<file path="src/rtl/sa_pkg.sv">
package sa_pkg;
  localparam int BYTE_W   = 8;
  localparam int LANES    = 4;
  localparam int BUS_W    = BYTE_W * LANES;
  localparam logic [BYTE_W-1:0] SIG_BYTE = 8'h57;
endpackage

</file>
<file path="src/rtl/sa_loader.sv">
module sa_loader #(
  parameter int NBYTES = 16,
  localparam int IW = $clog2(NBYTES)
) (
  input  logic          clk,
  input  logic          rst_n,
  input  logic          ld_valid,
  output logic          ld_ready,
  output logic          done,
  output logic          wr_stb,
  output logic [IW-1:0] wr_idx
);
  logic [IW-1:0] idx_q;
  logic          done_q;

  assign ld_ready = !done_q;
  assign done     = done_q;
  assign wr_stb   = ld_valid && !done_q;
  assign wr_idx   = idx_q;

  always_ff @(posedge clk) begin
    if (!rst_n) begin
      idx_q  <= '0;
      done_q <= 1'b0;
    end else if (wr_stb) begin
      idx_q <= idx_q + 1'b1;
      if (idx_q == IW'(NBYTES - 1)) done_q <= 1'b1;
    end
  end
endmodule

</file>
<file path="src/rtl/sa_access_check.sv">
module sa_access_check (
  input  logic       dw_mode,
  input  logic       we,
  input  logic       wr_en,
  input  logic [3:0] be,
  output logic       legal
);
  logic half_lo, half_hi, single, full;

  always_comb begin
    half_lo = (be == 4'b0011);
    half_hi = (be == 4'b1100);
    full    = (be == 4'b1111);
    single  = (be == 4'b0001) || (be == 4'b0010) ||
              (be == 4'b0100) || (be == 4'b1000);
    if (we) begin
      legal = wr_en && (dw_mode ? full : (half_lo || half_hi));
    end else begin
      legal = dw_mode ? full : (half_lo || half_hi || single);
    end
  end
endmodule

</file>
<file path="src/rtl/sa_integrity.sv">
module sa_integrity
  import sa_pkg::*;
#(
  parameter int NBYTES = 16
) (
  input  logic [NBYTES*BYTE_W-1:0] shadow,
  input  logic                     valid,
  output logic                     sig_ok,
  output logic                     sum_ok
);
  localparam int CK_LO  = NBYTES - 4;
  localparam int SIG_LO = NBYTES - 2;

  logic [15:0] sum;
  logic [15:0] stored;

  always_comb begin
    sum = '0;
    for (int k = 1; k < NBYTES; k++) begin
      if (k < CK_LO || k >= SIG_LO) sum = sum + 16'(shadow[k*BYTE_W +: BYTE_W]);
    end
    stored = {shadow[(CK_LO+1)*BYTE_W +: BYTE_W], shadow[CK_LO*BYTE_W +: BYTE_W]};
    sig_ok = valid &&
             (shadow[SIG_LO*BYTE_W +: BYTE_W] == SIG_BYTE) &&
             (shadow[(SIG_LO+1)*BYTE_W +: BYTE_W] == SIG_BYTE);
    sum_ok = valid && (sum == stored);
  end
endmodule

</file>
<file path="src/rtl/sa_station_window.sv">
module sa_station_window
  import sa_pkg::*;
#(
  parameter int NBYTES = 16,
  localparam int NDW = NBYTES / LANES,
  localparam int DWW = $clog2(NDW),
  localparam int IW  = $clog2(NBYTES)
) (
  input  logic              clk,
  input  logic              rst_n,
  input  logic              dw_mode,
  input  logic              wr_en,
  input  logic              ld_valid,
  output logic              ld_ready,
  input  logic [BYTE_W-1:0] ld_data,
  output logic              ld_done,
  input  logic              host_req,
  input  logic              host_we,
  input  logic [DWW-1:0]    host_dw,
  input  logic [LANES-1:0]  host_be,
  input  logic [BUS_W-1:0]  host_wdata,
  output logic              rd_valid,
  output logic [BUS_W-1:0]  rd_data,
  output logic              acc_err,
  output logic              sig_ok,
  output logic              sum_ok
);
  logic [NBYTES*BYTE_W-1:0] shadow;
  logic                     ld_stb;
  logic [IW-1:0]            ld_idx;
  logic                     legal;
  logic                     host_wr_hit;
  logic [BUS_W-1:0]         rd_word;

  sa_loader #(.NBYTES(NBYTES)) u_load (
    .clk(clk), .rst_n(rst_n), .ld_valid(ld_valid), .ld_ready(ld_ready),
    .done(ld_done), .wr_stb(ld_stb), .wr_idx(ld_idx)
  );

  sa_access_check u_acc (
    .dw_mode(dw_mode), .we(host_we), .wr_en(wr_en), .be(host_be), .legal(legal)
  );

  sa_integrity #(.NBYTES(NBYTES)) u_integ (
    .shadow(shadow), .valid(ld_done), .sig_ok(sig_ok), .sum_ok(sum_ok)
  );

  assign host_wr_hit = host_req && host_we && legal && ld_done;

  for (genvar i = 0; i < NBYTES; i++) begin : g_byte
    localparam int LANE = i % LANES;
    localparam int DW   = i / LANES;
    always_ff @(posedge clk) begin
      if (!rst_n) begin
        shadow[i*BYTE_W +: BYTE_W] <= '0;
      end else if (ld_stb && ld_idx == IW'(i)) begin
        shadow[i*BYTE_W +: BYTE_W] <= ld_data;
      end else if (host_wr_hit && host_dw == DWW'(DW) && host_be[LANE]) begin
        shadow[i*BYTE_W +: BYTE_W] <= host_wdata[LANE*BYTE_W +: BYTE_W];
      end
    end
  end

  always_comb begin
    for (int l = 0; l < LANES; l++) begin
      rd_word[l*BYTE_W +: BYTE_W] = host_be[l] ?
        shadow[(int'(host_dw)*LANES + l)*BYTE_W +: BYTE_W] : '0;
    end
  end

  always_ff @(posedge clk) begin
    if (!rst_n) begin
      rd_valid <= 1'b0;
      rd_data  <= '0;
      acc_err  <= 1'b0;
    end else begin
      rd_valid <= host_req && !host_we;
      acc_err  <= host_req && ld_done && !legal;
      if (host_req) begin
        if (!ld_done)      rd_data <= '0;
        else if (!legal)   rd_data <= '1;
        else if (!host_we) rd_data <= rd_word;
      end
    end
  end
endmodule

</file>
<file path="config.mk">
export PLATFORM = sky130hd
export DESIGN_NAME = sa_station_window
export DESIGN_NICKNAME = d
export VERILOG_FILES = /design/src/rtl/sa_pkg.sv /design/src/rtl/sa_loader.sv /design/src/rtl/sa_access_check.sv /design/src/rtl/sa_integrity.sv /design/src/rtl/sa_station_window.sv
export SDC_FILE = /design/constraint.sdc
export NUM_CORES = 1
export LEC_CHECK = 0
export ABC_AREA = 1
export BUFFER_PORTS_ARGS = -buffer_cell sky130_fd_sc_hd__buf_2
export CAP_MARGIN = 20
export CORE_MARGIN = 5
export CORE_UTILIZATION = 35
export DETAILED_ROUTE_END_ITERATION = 10
export PLACE_DENSITY_LB_ADDON = 0.2
export SYNTH_ARGS = -nofsm -noshare
export SYNTH_HDL_FRONTEND = slang
export SYNTH_SLANG_ARGS = --single-unit
</file>
<file path="constraint.sdc">
create_clock -name clk -period 6.24 [get_ports clk]
set_input_delay 0.624 -clock clk [delete_from_list [all_inputs] [get_ports clk]]
set_output_delay 0.624 -clock clk [all_outputs]
set_load 0.1 [all_outputs]
</file>
==> results.txt, run 1 <==
run status: complete, but fails checks
failing checks: negative setup slack
post-synthesis cell type count: 30
syn_nets: 1,986
Worst Tran Pin Value: 1.03 ns
DRC: 0
post-route minimum period: 6.47 ns
Hold WC Path Type: in -> reg
post-DP HPWL: 35.1 mm
worst r2r src: u_load.done
Peak supply drop: 0.188 mV
CP cell instances: ha_4 > inv_2 > fa_2 > xor2_2 > fa_1 > fa_1 > fa_1 > fa_1 > inv_1 > fa_1 > ha_2 > inv_2 > fa_2 > nand3b_1 > nand2_1 > nand2_1 > nand3_1 > nand3_1 > nor2_1 > nand3_1 > nor2_4 > buf_12
final net count: 2,009
Clock Skew: 0.0160 ns
fmax: 0.155 GHz
register area share after synthesis: 27.4%
Lkg Pwr: 6.22 nW
Final Setup Violations: 1
Post-Layout Cell Count: 2,316
CTS Buf Count: 17
hold slack: 0.369 ns
Post-Synthesis Cells: 1,825
Post-DRT Antenna Nets: 0
Slowest-stage cell, CP: fa_1
Reg clk slew, reported paths: 0.08 ns
Die Y: 197 um
Worst path most repeated cell: fa_1
IO Port Bufs: 90
worst slack, placed: -0.0741 ns
max_cap viols: 0
CP Class: reg -> out
TNS Setup: -0.229 ns
Util after Layout: 39.6%
Cells after DPL: 2,276
Clk Latency, worst-skew pair: 0.45 ns
EDFF count, synth: 0
hold_buf cts: 0
HP Start: host_we
ys async rst share: 0%
ys flop type: dfxtp_1
Die X-Extent: 197 um
initial antenna violation count: 2
initial DRC count: 1,257
final count of pins violating max slew: 0
H-tree Lvls: 4
Top-Level Pins: 91
largest net degree at the start of global routing: 68
dpl cell area: 0.0128 mm^2
core area: 0.0345 mm^2
CP delay by family, top: adder cells
Area growth, synth to finish: 11.8%
Clock Sinks: 167
CP bufs+invs: 4
vias in the first global route: 10,830
Largest stage delay, worst path: 0.57 ns
top-area cell type share of the netlist area: 27.4%
CTS tree: yes
Max-slew headroom: 31.2%
synth top area cells: dfxtp_1, fa_1, nand2_1
synthesized area: 0.0122 mm^2
Final Instance Area: 0.0137 mm^2
final cycle utilization of the critical path: 104%
YS warnings: 0
crit path capture type: output pin
#FFs+latches synth: 167
Critical Path Source: shadow[8]
crit path max fanout: 3
Hold Vio Cnt, Final: 0
Pwr Density: 194 mW/mm^2
Total Power: 2.65 mW
vias per cell: 5.17
Initial Util: 35.4%
GRT Resource Usage Total: 23.4%
syn_area_per_cell: 6.69 um^2
Final WS setup: -0.229 ns
first-pass GRT wire length: 68.4 mm
clock tree buffer depth: 2
full die area: 0.0387 mm^2
Rows: 68
RSZ-0062 raised after global routing: true
Arr. time, crit path: 5.85 ns
Routed WL per cell: 20.0 um
grt ovf: 0
DR vias: 11,978
gpl congestion: 0.916
final wirelength: 46.3 mm
share of post-route cells with drive strength above 1: 9.19%
CP required: 5.62 ns
cell taking the most area after synthesis: dfxtp_1
DR pass1 iterations: 5
Critical Path Start Type: register
CTS Root Cell: clkbuf_16
-- cells in the final DEF (no fill, tap or decap), drive strengths merged --
cell type / instances
and3: 1
buf: 113
nand4: 3
nand2: 402
clkinvlp: 1
a211oi: 1
a21o: 1
o22ai: 65
o21ai: 166
a21boi: 1
xor2: 12
ha: 29
a21oi: 174
o211ai: 1
o21bai: 1
bufinv: 4
dfxtp: 167
nor2: 163
nor4: 4
xnor2: 5
inv: 273
clkbuf: 20
o21a: 1
nor3: 4
nand3: 161
fa: 79
diode: 1
nand3b: 3
clkinv: 5
-- state kept, by name, indices dropped and copies added, names as in the netlist --
register / flops
acc_err: 1
rd_valid: 1
u_load.done: 1
shadow: 128
u_load.wr_idx: 4
rd_data: 32
-- final cells by class --
class / instances / area, um^2
antenna: 1 / 2.50
clock buffer: 20 / 457
clock inverter: 11 / 173
fill: 3756 / 20900
inverter: 272 / 1020
multi-input combinational: 1277 / 7420
sequential: 167 / 3350
tap: 455 / 569
timing repair buffer: 113 / 678
-- per-layer routing --
metal  vias to the layer above  track usage, %  wire length [um]
met5                         -               0                13
met4                         2            7.91              1530
met3                        77            3.66              3590
met2                       504            36.4             20600
met1                      5525            33.2             20500
li1                       5870               -                 -
-- power breakdown --
part	switching [mW]	internal [mW]	total, mW
logic	0.260	0.124	0.384
registers	0.00966	1.08	1.09
clock network	0.481	0.692	1.17
total	0.751	1.90	2.65
-- synth_stat cells (3+ instances only) --
library cell    n
buf_1          12
nor2_1        156
o22ai_1        65
xnor2_1         5
nand3_1       161
xor2_1         12
clkbuf_1       54
buf_6          10
nand2_1       402
nor4_1          4
nand4_1         3
ha_1           29
dfxtp_1       167
buf_2          29
nor2_4          7
inv_1         271
fa_1           79
buf_4           4
nor3_1          4
a21oi_1       174
nand3b_1        3
o21ai_0       166
-- worst paths after layout --
path / endpoint / slack (ns) / cells after the start
setup reg to reg: shadow[106] / 3.45 / 8
hold / removal: rd_valid / 0.37 / 2
setup / recovery: sum_ok / -0.23 / 22
hold reg to reg: rd_data[9] / 0.46 / 2
-- cell families (layout without fill, tap and decap cells) --
group / after synthesis / after routing / share of synthesized area, %
compound gates: 411 / 411 / 17.6
xor+xnor: 17 / 17 / 1.22
fa+ha+maj: 108 / 108 / 15.9
buf+inv: 381 / 416 / 12.7
flops: 167 / 167 / 27.4
other cells: 0 / 1 / 0
simple gates: 741 / 741 / 25.1
-- repair_timing --
action,CTS,global route
pin swaps,17,20
resized for setup,17,4
gates cloned,0,0
setup buffers,1,2
endpoints found under the hold margin,0,0
endpoints found under the setup margin,1,1
No activity file was read; power rests on OpenSTA's default activity.
==> inputs of run 2 (changes only) <==
--- a/config.mk
+++ b/config.mk
@@ -9,9 +9,9 @@
 export BUFFER_PORTS_ARGS = -buffer_cell sky130_fd_sc_hd__buf_2
 export CAP_MARGIN = 20
 export CORE_MARGIN = 5
-export CORE_UTILIZATION = 35
+export CORE_UTILIZATION = 30
 export DETAILED_ROUTE_END_ITERATION = 10
-export PLACE_DENSITY_LB_ADDON = 0.2
+export PLACE_DENSITY = 0.47
 export SYNTH_ARGS = -nofsm -noshare
 export SYNTH_HDL_FRONTEND = slang
 export SYNTH_SLANG_ARGS = --single-unit
==> run 2 against run 1 <==
- the flow still finishes with violations (negative setup slack)
- sequential share of layout area down 0.17 points
- first-iteration DRC count decreased by 21%
- routed wire length is 5.8% higher
- non-clock buffer count down 1
- register-to-register slack got worse by 0.02 ns
- critical path type unchanged
- critical endpoint unchanged
- largest cell class unchanged
==> results.txt, run 2 (same netlist as run 1, synthesis figures left out) <==
largest net degree at the start of global routing: 71 (+4.4%)
RSZ-0062 raised after global routing: true
Top-Level Pins: 91 (unchanged)
vias per cell: 4.98 (-3.6%)
DR vias: 11,923 (-0.46%)
CTS Root Cell: clkbuf_16
full die area: 0.0449 mm^2 (+16%)
Hold Path Stages: 2 (unchanged)
Area growth, synth to finish: 12.5%
Hold EP: rd_valid
post-DP HPWL: 37.0 mm (+5.4%)
commonest non-fill, non-tap cell in the layout: nand2_1
final wirelength: 49.0 mm (+5.8%)
DRC: 0 (unchanged)
IO Port Bufs: 90 (unchanged)
max_cap viols: 0 (unchanged)
Final WS setup: -0.307 ns (-0.0779 ns)
Largest Register: shadow
Clk Latency, worst-skew pair: 0.46 ns (about the same)
Rows: 74 (+8.8%)
Die Y: 212 um (+7.6%)
Reg clk slew, reported paths: 0.07 ns (about the same)
crit path max fanout: 2 (-1)
Arr. time, crit path: 5.92 ns (+0.07 ns)
Post-DRT Antenna Nets: 0 (unchanged)
clock tree buffer depth: 2 (unchanged)
core area: 0.0406 mm^2 (+17%)
CTS Buf Count: 17 (unchanged)
final net count: 2,008 (-0.050%)
gpl congestion: 0.848 (-7.4%)
crit path capture type: output pin
Max-slew headroom: 34.3% (+3.1 points)
final cycle utilization of the critical path: 105% (+1.2 points)
Sequential Power Share: 41.3% (about the same)
share of post-route cells with drive strength above 1: 9.09% (-0.10 points)
Lkg Pwr: 6.21 nW (-0.12%)
hold slack: 0.360 ns (-0.00904 ns)
worst r2r src: u_load.done
Pwr Density: 192 mW/mm^2 (-0.75%)
register area: 0.00335 mm^2 (about the same)
clock share of power: 44.2% (about the same)
max FFs per register: 128 (unchanged)
area of the multi-input gates: 0.00740 mm^2 (-0.19%)
Worst Reg-to-Reg Cells: 8 (unchanged)
DR pass1 iterations: 7 (+2)
CTS tree: yes
run status: complete, but fails checks
initial antenna violation count: 1 (-1)
Critical Path Start Type: register
grt ovf: 0 (unchanged)
Power Internal: 1.89 mW (-0.30%)
first-pass GRT wire length: 72.1 mm (+5.4%)
CP Class: reg -> out
failing checks: negative setup slack
NetSw: 752 uW (+0.24%)
initial DRC count: 992 (-21%)
post-route minimum period: 6.55 ns (+0.0779 ns)
Peak supply drop: 0.138 mV (-27%)
Routed WL per cell: 20.5 um (+2.5%)
logic gate share of total power: 14.5% (about the same)
Util after Layout: 33.9% (-5.7 points)
vias in the first global route: 10,909 (+0.73%)
fmax: 0.153 GHz (-1.2%)
Die X-Extent: 212 um (+7.6%)
Clock Skew: 0.0119 ns (-0.00408 ns)
Initial Util: 30.1% (-5.2 points)
Hold WC Path Type: in -> reg
final count of pins violating max slew: 0 (unchanged)
setup slack, reg-to-reg: 3.43 ns (-0.02 ns)
GRT Resource Usage Total: 21.5% (-1.9 points)
Final Setup Violations: 1 (unchanged)
H-tree Lvls: 4 (unchanged)
Total Power: 2.64 mW (-0.15%)
commonest cells after routing, fill and taps aside: nand2_1, inv_1, a21oi_1
Clock Sinks: 167 (unchanged)
Sw Ratio: 28.5% (+0.11 points)
CP required: 5.62 ns (about the same)
Worst Tran Pin Value: 0.983 ns (-0.0466 ns)
TNS Setup: -0.307 ns (-0.0779 ns)
HP Start: host_we
Fillers: 4,486 (+19%)
Critical R2R Capture: shadow[67]
Hold Vio Cnt, Final: 0 (unchanged)
run 2: cell types whose count changed in the layout (fill, tap and decap cells not counted), moves of 2 or more:
cell      previous run  this run
buf_16               0         2
dfxtp_2              4         2
clkbuf_1             1         4
buf_8                5         3
dfxtp_1            163       165
ha_4                 5         2
nand2_1            402       400
ha_1                22        24
clkinv_4             3         1
nand2_2              0         2
run 2: worst max-delay path: stages, from the launching register on:
cell and delay [ns]:
dfxtp_2 0.35, ha_4 0.14, inv_2 0.04, fa_2 0.41, xor2_2 0.17, fa_1 0.49, fa_1 0.53, fa_1 0.52
fa_1 0.51, inv_1 0.05, fa_1 0.48, ha_2 0.18, inv_2 0.04, fa_2 0.52, o22ai_1 0.08, nor2_1 0.13
nand2_1 0.07, nor2_2 0.11, nand3_2 0.07, nor2_1 0.11, nand3_1 0.11, nor2_4 0.16, buf_12 0.18
run 2: how the worst max path moves through the flow:
stage,to,cells past startpoint,startpoint
after floorplan,sum_ok,24,shadow[8]
after global placement,sum_ok,26,shadow[8]
after detailed placement,sum_ok,25,shadow[8]
after CTS,sum_ok,22,shadow[8]
after global routing,sum_ok,26,shadow[8]
final,sum_ok,22,shadow[8]
run 2: through the flow:
stage          instances  setup WS (ns)  instance area [um^2]
2_1_floorplan       1825          0.160                 12200
6_report            2392         -0.307                 13700
5_1_grt             2392         -0.535                 13700
3_5_place_dp        2355        -0.0296                 13000
4_1_cts             2386         -0.373                 13600
3_3_place_gp        2354       -0.00282                 12900
run 2: layout make-up:
class | count | share of cell area [%]
Clock buffer | 23 | 3.40
Timing Repair Buffer | 112 | 5.06
Tap cell | 532 | 4.84
Clock inverter | 8 | 1.06
Sequential cell | 167 | 24.3
Multi-Input combinational cell | 1277 | 53.8
Inverter | 272 | 7.43
Antenna cell | 1 | 0.0182
run 2: per-layer routing:
metal | vias up | part of all wire (%) | GRT usage (%)
li1 | 5877 | - | -
met5 | - | 0 | 0
met3 | 59 | 5.5 | 2.68
met2 | 406 | 46 | 34.5
met1 | 5581 | 46 | 30.5
met4 | 0 | 2.5 | 6.26
run 2: timing repair:
item | 4_1_cts | 5_1_grt
hold buffers | 0 | 0
pin swaps | 4 | 16
setup buffers | 0 | 1
cloned | 0 | 0
setup endpoints to repair | 1 | 1
gates resized for setup | 6 | 18
run 2: power by group through the flow:
stage	Combinational (mW)	Sequential [mW]	Clock, mW
2_1_floorplan	0.242	1.11	0
3_3_place_gp	0.371	1.11	0
3_5_place_dp	0.374	1.11	0
4_1_cts	0.378	1.09	1.19
5_1_grt	0.427	1.09	1.23
6_report	0.383	1.09	1.17
==> inputs of run 3 (changes only) <==
--- a/config.mk
+++ b/config.mk
@@ -5,8 +5,8 @@
 export SDC_FILE = /design/constraint.sdc
 export NUM_CORES = 1
 export LEC_CHECK = 0
-export ABC_AREA = 1
-export BUFFER_PORTS_ARGS = -buffer_cell sky130_fd_sc_hd__buf_2
+export ABC_CLOCK_PERIOD_IN_PS = 6240
+export BUFFER_PORTS_ARGS = -buffer_cell sky130_fd_sc_hd__clkbuf_2
 export CAP_MARGIN = 20
 export CORE_MARGIN = 5
 export CORE_UTILIZATION = 30
==> run 3 against run 2 <==
- the flow still finishes with violations (negative setup slack)
- critical path depth is 1 higher
- global-route usage shrank 3.9 points
- combinational power down 27%
- first-iteration DRC count decreased by 55%
==> results.txt, run 3 <==
Hold Vio Cnt, Final: 0 (unchanged)
Pwr Density: 202 mW/mm^2 (+4.9%)
Critical R2R Capture: shadow[85]
Clk Latency, worst-skew pair: 0.45 ns (about the same)
fmax: 0.145 GHz (-5.0%)
met3 Usage GRT: 3.73% (+1.0 points)
Largest stage delay, worst path: 0.54 ns (about the same)
final count of pins violating max slew: 0 (unchanged)
most frequent cell after synthesis: a21oi_1
register area share after synthesis: 31.3% (+3.9 points)
hold slack: 0.409 ns (+0.0495 ns)
Final WS setup: -0.652 ns (-0.345 ns)
CP Class: reg -> out
RSZ-0062 raised after global routing: true
GR Util met2: 29.1% (-5.4 points)
vias per cell: 4.98 (-0.15%)
core area: 0.0354 mm^2 (-13%)
setup slack, reg-to-reg: 3.56 ns (+0.13 ns)
full die area: 0.0395 mm^2 (-12%)
hold_buf cts: 0 (unchanged)
Reg clk slew, reported paths: 0.07 ns (about the same)
ys flop type: dfxtp_1
Util after Layout: 35.2% (+1.3 points)
largest net degree at the start of global routing: 72 (+1.4%)
Max-slew headroom: 46.0% (+12 points)
final wirelength: 34.3 mm (-30%)
share of post-route cells with drive strength above 1: 19.0% (+9.9 points)
synth top area cells: dfxtp_1, fa_1, mux2i_1
Rows: 69 (-6.8%)
crit path max fanout: 3 (+1)
gpl congestion: 0.831 (-2.0%)
syn_nets: 1,266 (-36%)
commonest cells after routing, fill and taps aside: a21oi_1, dfxtp_1, o21ai_0
TNS Setup: -0.652 ns (-0.345 ns)
CP cell instances: ha_4 > inv_2 > fa_2 > nor2b_2 > o21ai_2 > a21boi_2 > o21ai_1 > nand2b_1 > xnor2_1 > fa_1 > fa_1 > fa_1 > fa_1 > fa_1 > inv_2 > ha_4 > a21o_1 > a31oi_2 > o21ai_2 > mux4_2 > nor4_4 > buf_4 > buf_12
Slowest-stage cell, CP: mux4_2
Post-Layout Cell Count: 1,647 (-31%)
Synth top cells by count: a21oi_1, dfxtp_1, o21ai_0
Crit. path cell count: 23 (+4.5%)
CP required: 5.62 ns (about the same)
worst r2r src: u_load.done
#FFs+latches synth: 167 (unchanged)
CTS tree: yes
Top-Level Pins: 91 (unchanged)
CP delay by family, top: adder cells
IO Port Bufs: 90 (unchanged)
Peak supply drop: 0.192 mV (+39%)
Post-DRT Antenna Nets: 0 (unchanged)
GR peak layer: met2
Post-Synthesis Cells: 1,105 (-39%)
commonest non-fill, non-tap cell in the layout: a21oi_1
Arr. time, crit path: 6.27 ns (+0.35 ns)
top-area cell type share of the netlist area: 31.3% (+3.9 points)
first-pass GRT wire length: 52.2 mm (-28%)
max FFs per register: 128 (unchanged)
Largest Register: shadow
post-DP HPWL: 26.5 mm (-28%)
final cycle utilization of the critical path: 110% (+5.5 points)
post-synthesis cell type count: 52 (+73%)
Routed WL per cell: 20.8 um (+1.7%)
final net count: 1,334 (-34%)
ant diodes: 0 (-1)
vias in the first global route: 7,997 (-27%)
DR pass1 iterations: 4 (-3)
Final Setup Violations: 1 (unchanged)
CP bufs+invs: 4 (unchanged)
grt ovf: 0 (unchanged)
initial antenna violation count: 1 (unchanged)
EDFF count, synth: 0 (unchanged)
Initial Util: 30.2% (+0.091 points)
Lkg Pwr: 4.93 nW (-21%)
dpl cell area: 0.0118 mm^2 (-9.1%)
failing checks: negative setup slack
cell taking the most area after synthesis: dfxtp_1
Clock Sinks: 167 (unchanged)
Hold EP: rd_valid
ys async rst share: 0% (unchanged)
Hold WC Path Type: in -> reg
YS warnings: 0 (unchanged)
CTS Buf Count: 17 (unchanged)
Area growth, synth to finish: 16.3%
initial DRC count: 447 (-55%)
Critical Path Start Type: register
Final Instance Area: 0.0124 mm^2 (-9.5%)
met1 usage: 24.4% (-6.1 points)
CTS Root Cell: clkbuf_16
max_cap viols: 0 (unchanged)
crit path capture type: output pin
worst slack, placed: -0.259 ns (-0.229 ns)
syn_area_per_cell: 9.68 um^2 (+45%)
Clock Skew: 0.0106 ns (-0.00124 ns)
H-tree Lvls: 4 (unchanged)
DRC: 0 (unchanged)
Worst Tran Pin Value: 0.810 ns (-0.172 ns)
run status: complete, but fails checks
HP Start: host_we
synthesized area: 0.0107 mm^2 (-12%)
clock tree buffer depth: 2 (unchanged)
GRT Resource Usage Total: 17.6% (-3.9 points)
DR vias: 8,197 (-31%)
Total Power: 2.51 mW (-5.0%)
Die X-Extent: 199 um (-6.1%)
Worst path most repeated cell: fa_1
post-route minimum period: 6.89 ns (+0.345 ns)
Die Y: 199 um (-6.1%)
Worst Reg-to-Reg Cells: 6 (-2)
Hold Path Stages: 2 (unchanged)
Cells after DPL: 1,613 (-32%)
## run 3: cell types whose count changed in the layout (fill, tap and decap cells not counted), sizes merged, moves of 6 or more
cell	previous run	this run
mux2i	0	129
a21oi	174	168
nand3	161	15
clkbuf	23	106
buf	112	39
nand2	402	49
inv	272	95
nor2	163	16
mux4	0	33
o22ai	65	1
xnor2	5	18
## run 3: worst max-delay path by stage
stage                     startpoint     end  slack (ns)
after floorplan           shadow[16]  sum_ok       -0.47
after global placement    shadow[16]  sum_ok       -0.17
after detailed placement  shadow[16]  sum_ok       -0.26
after CTS                 shadow[16]  sum_ok       -0.62
after global routing      shadow[16]  sum_ok       -0.90
final                     shadow[16]  sum_ok       -0.65
## run 3: kinds of logic (layout without fill, tap and decap cells)
logic type / Yosys count / after routing / share of synthesized area (%)
AO/OA/AOI/OAI: 352 / 352 / 17.0
buffers and inverters: 170 / 251 / 6.56
flip-flops: 167 / 167 / 31.3
multiplexers: 162 / 162 / 19.0
AND/OR/NAND/NOR: 121 / 121 / 5.94
adder cells (fa/ha/maj): 108 / 108 / 18.2
XOR/XNOR: 25 / 25 / 2.05
## run 3: final cells by class
class,instances,area (um^2)
fillers,3693,23000
well taps,461,577
clock buffers,18,439
multi-input cells,768,6800
inverters,92,345
flip-flops and latches,167,3350
clock inverters,14,173
repair buffers,127,766
## run 3: per-layer routing
metal	up-vias	share of wire, %	routed length, um
li1	4027	-	-
met1	3994	46	15800
met2	158	48	16600
met3	16	5.1	1750
met4	2	0.68	232
met5	-	0.038	13
## run 3: what timing repair did
| action | 4_1_cts | 5_1_grt |
|---|---|---|
| gates resized for setup | 3 | 3 |
| pin swaps | 14 | 3 |
| endpoints found under the setup margin | 1 | 1 |
| setup buffers | 1 | 0 |
## run 3: worst reg2reg max path, stage by stage, from the launching register on
cell and delay (ns):
dfxtp_1 0.64, nand4_2 0.22, or3_1 0.39, o32a_2 0.27, nor2_4 0.65, mux2i_1 0.29, a21oi_1 0.08
## run 3: where the power goes
part | switching (mW) | internal, mW
clock | 0.493 | 0.644
sequential | 0.0118 | 1.08
combinational | 0.169 | 0.111
total | 0.674 | 1.84
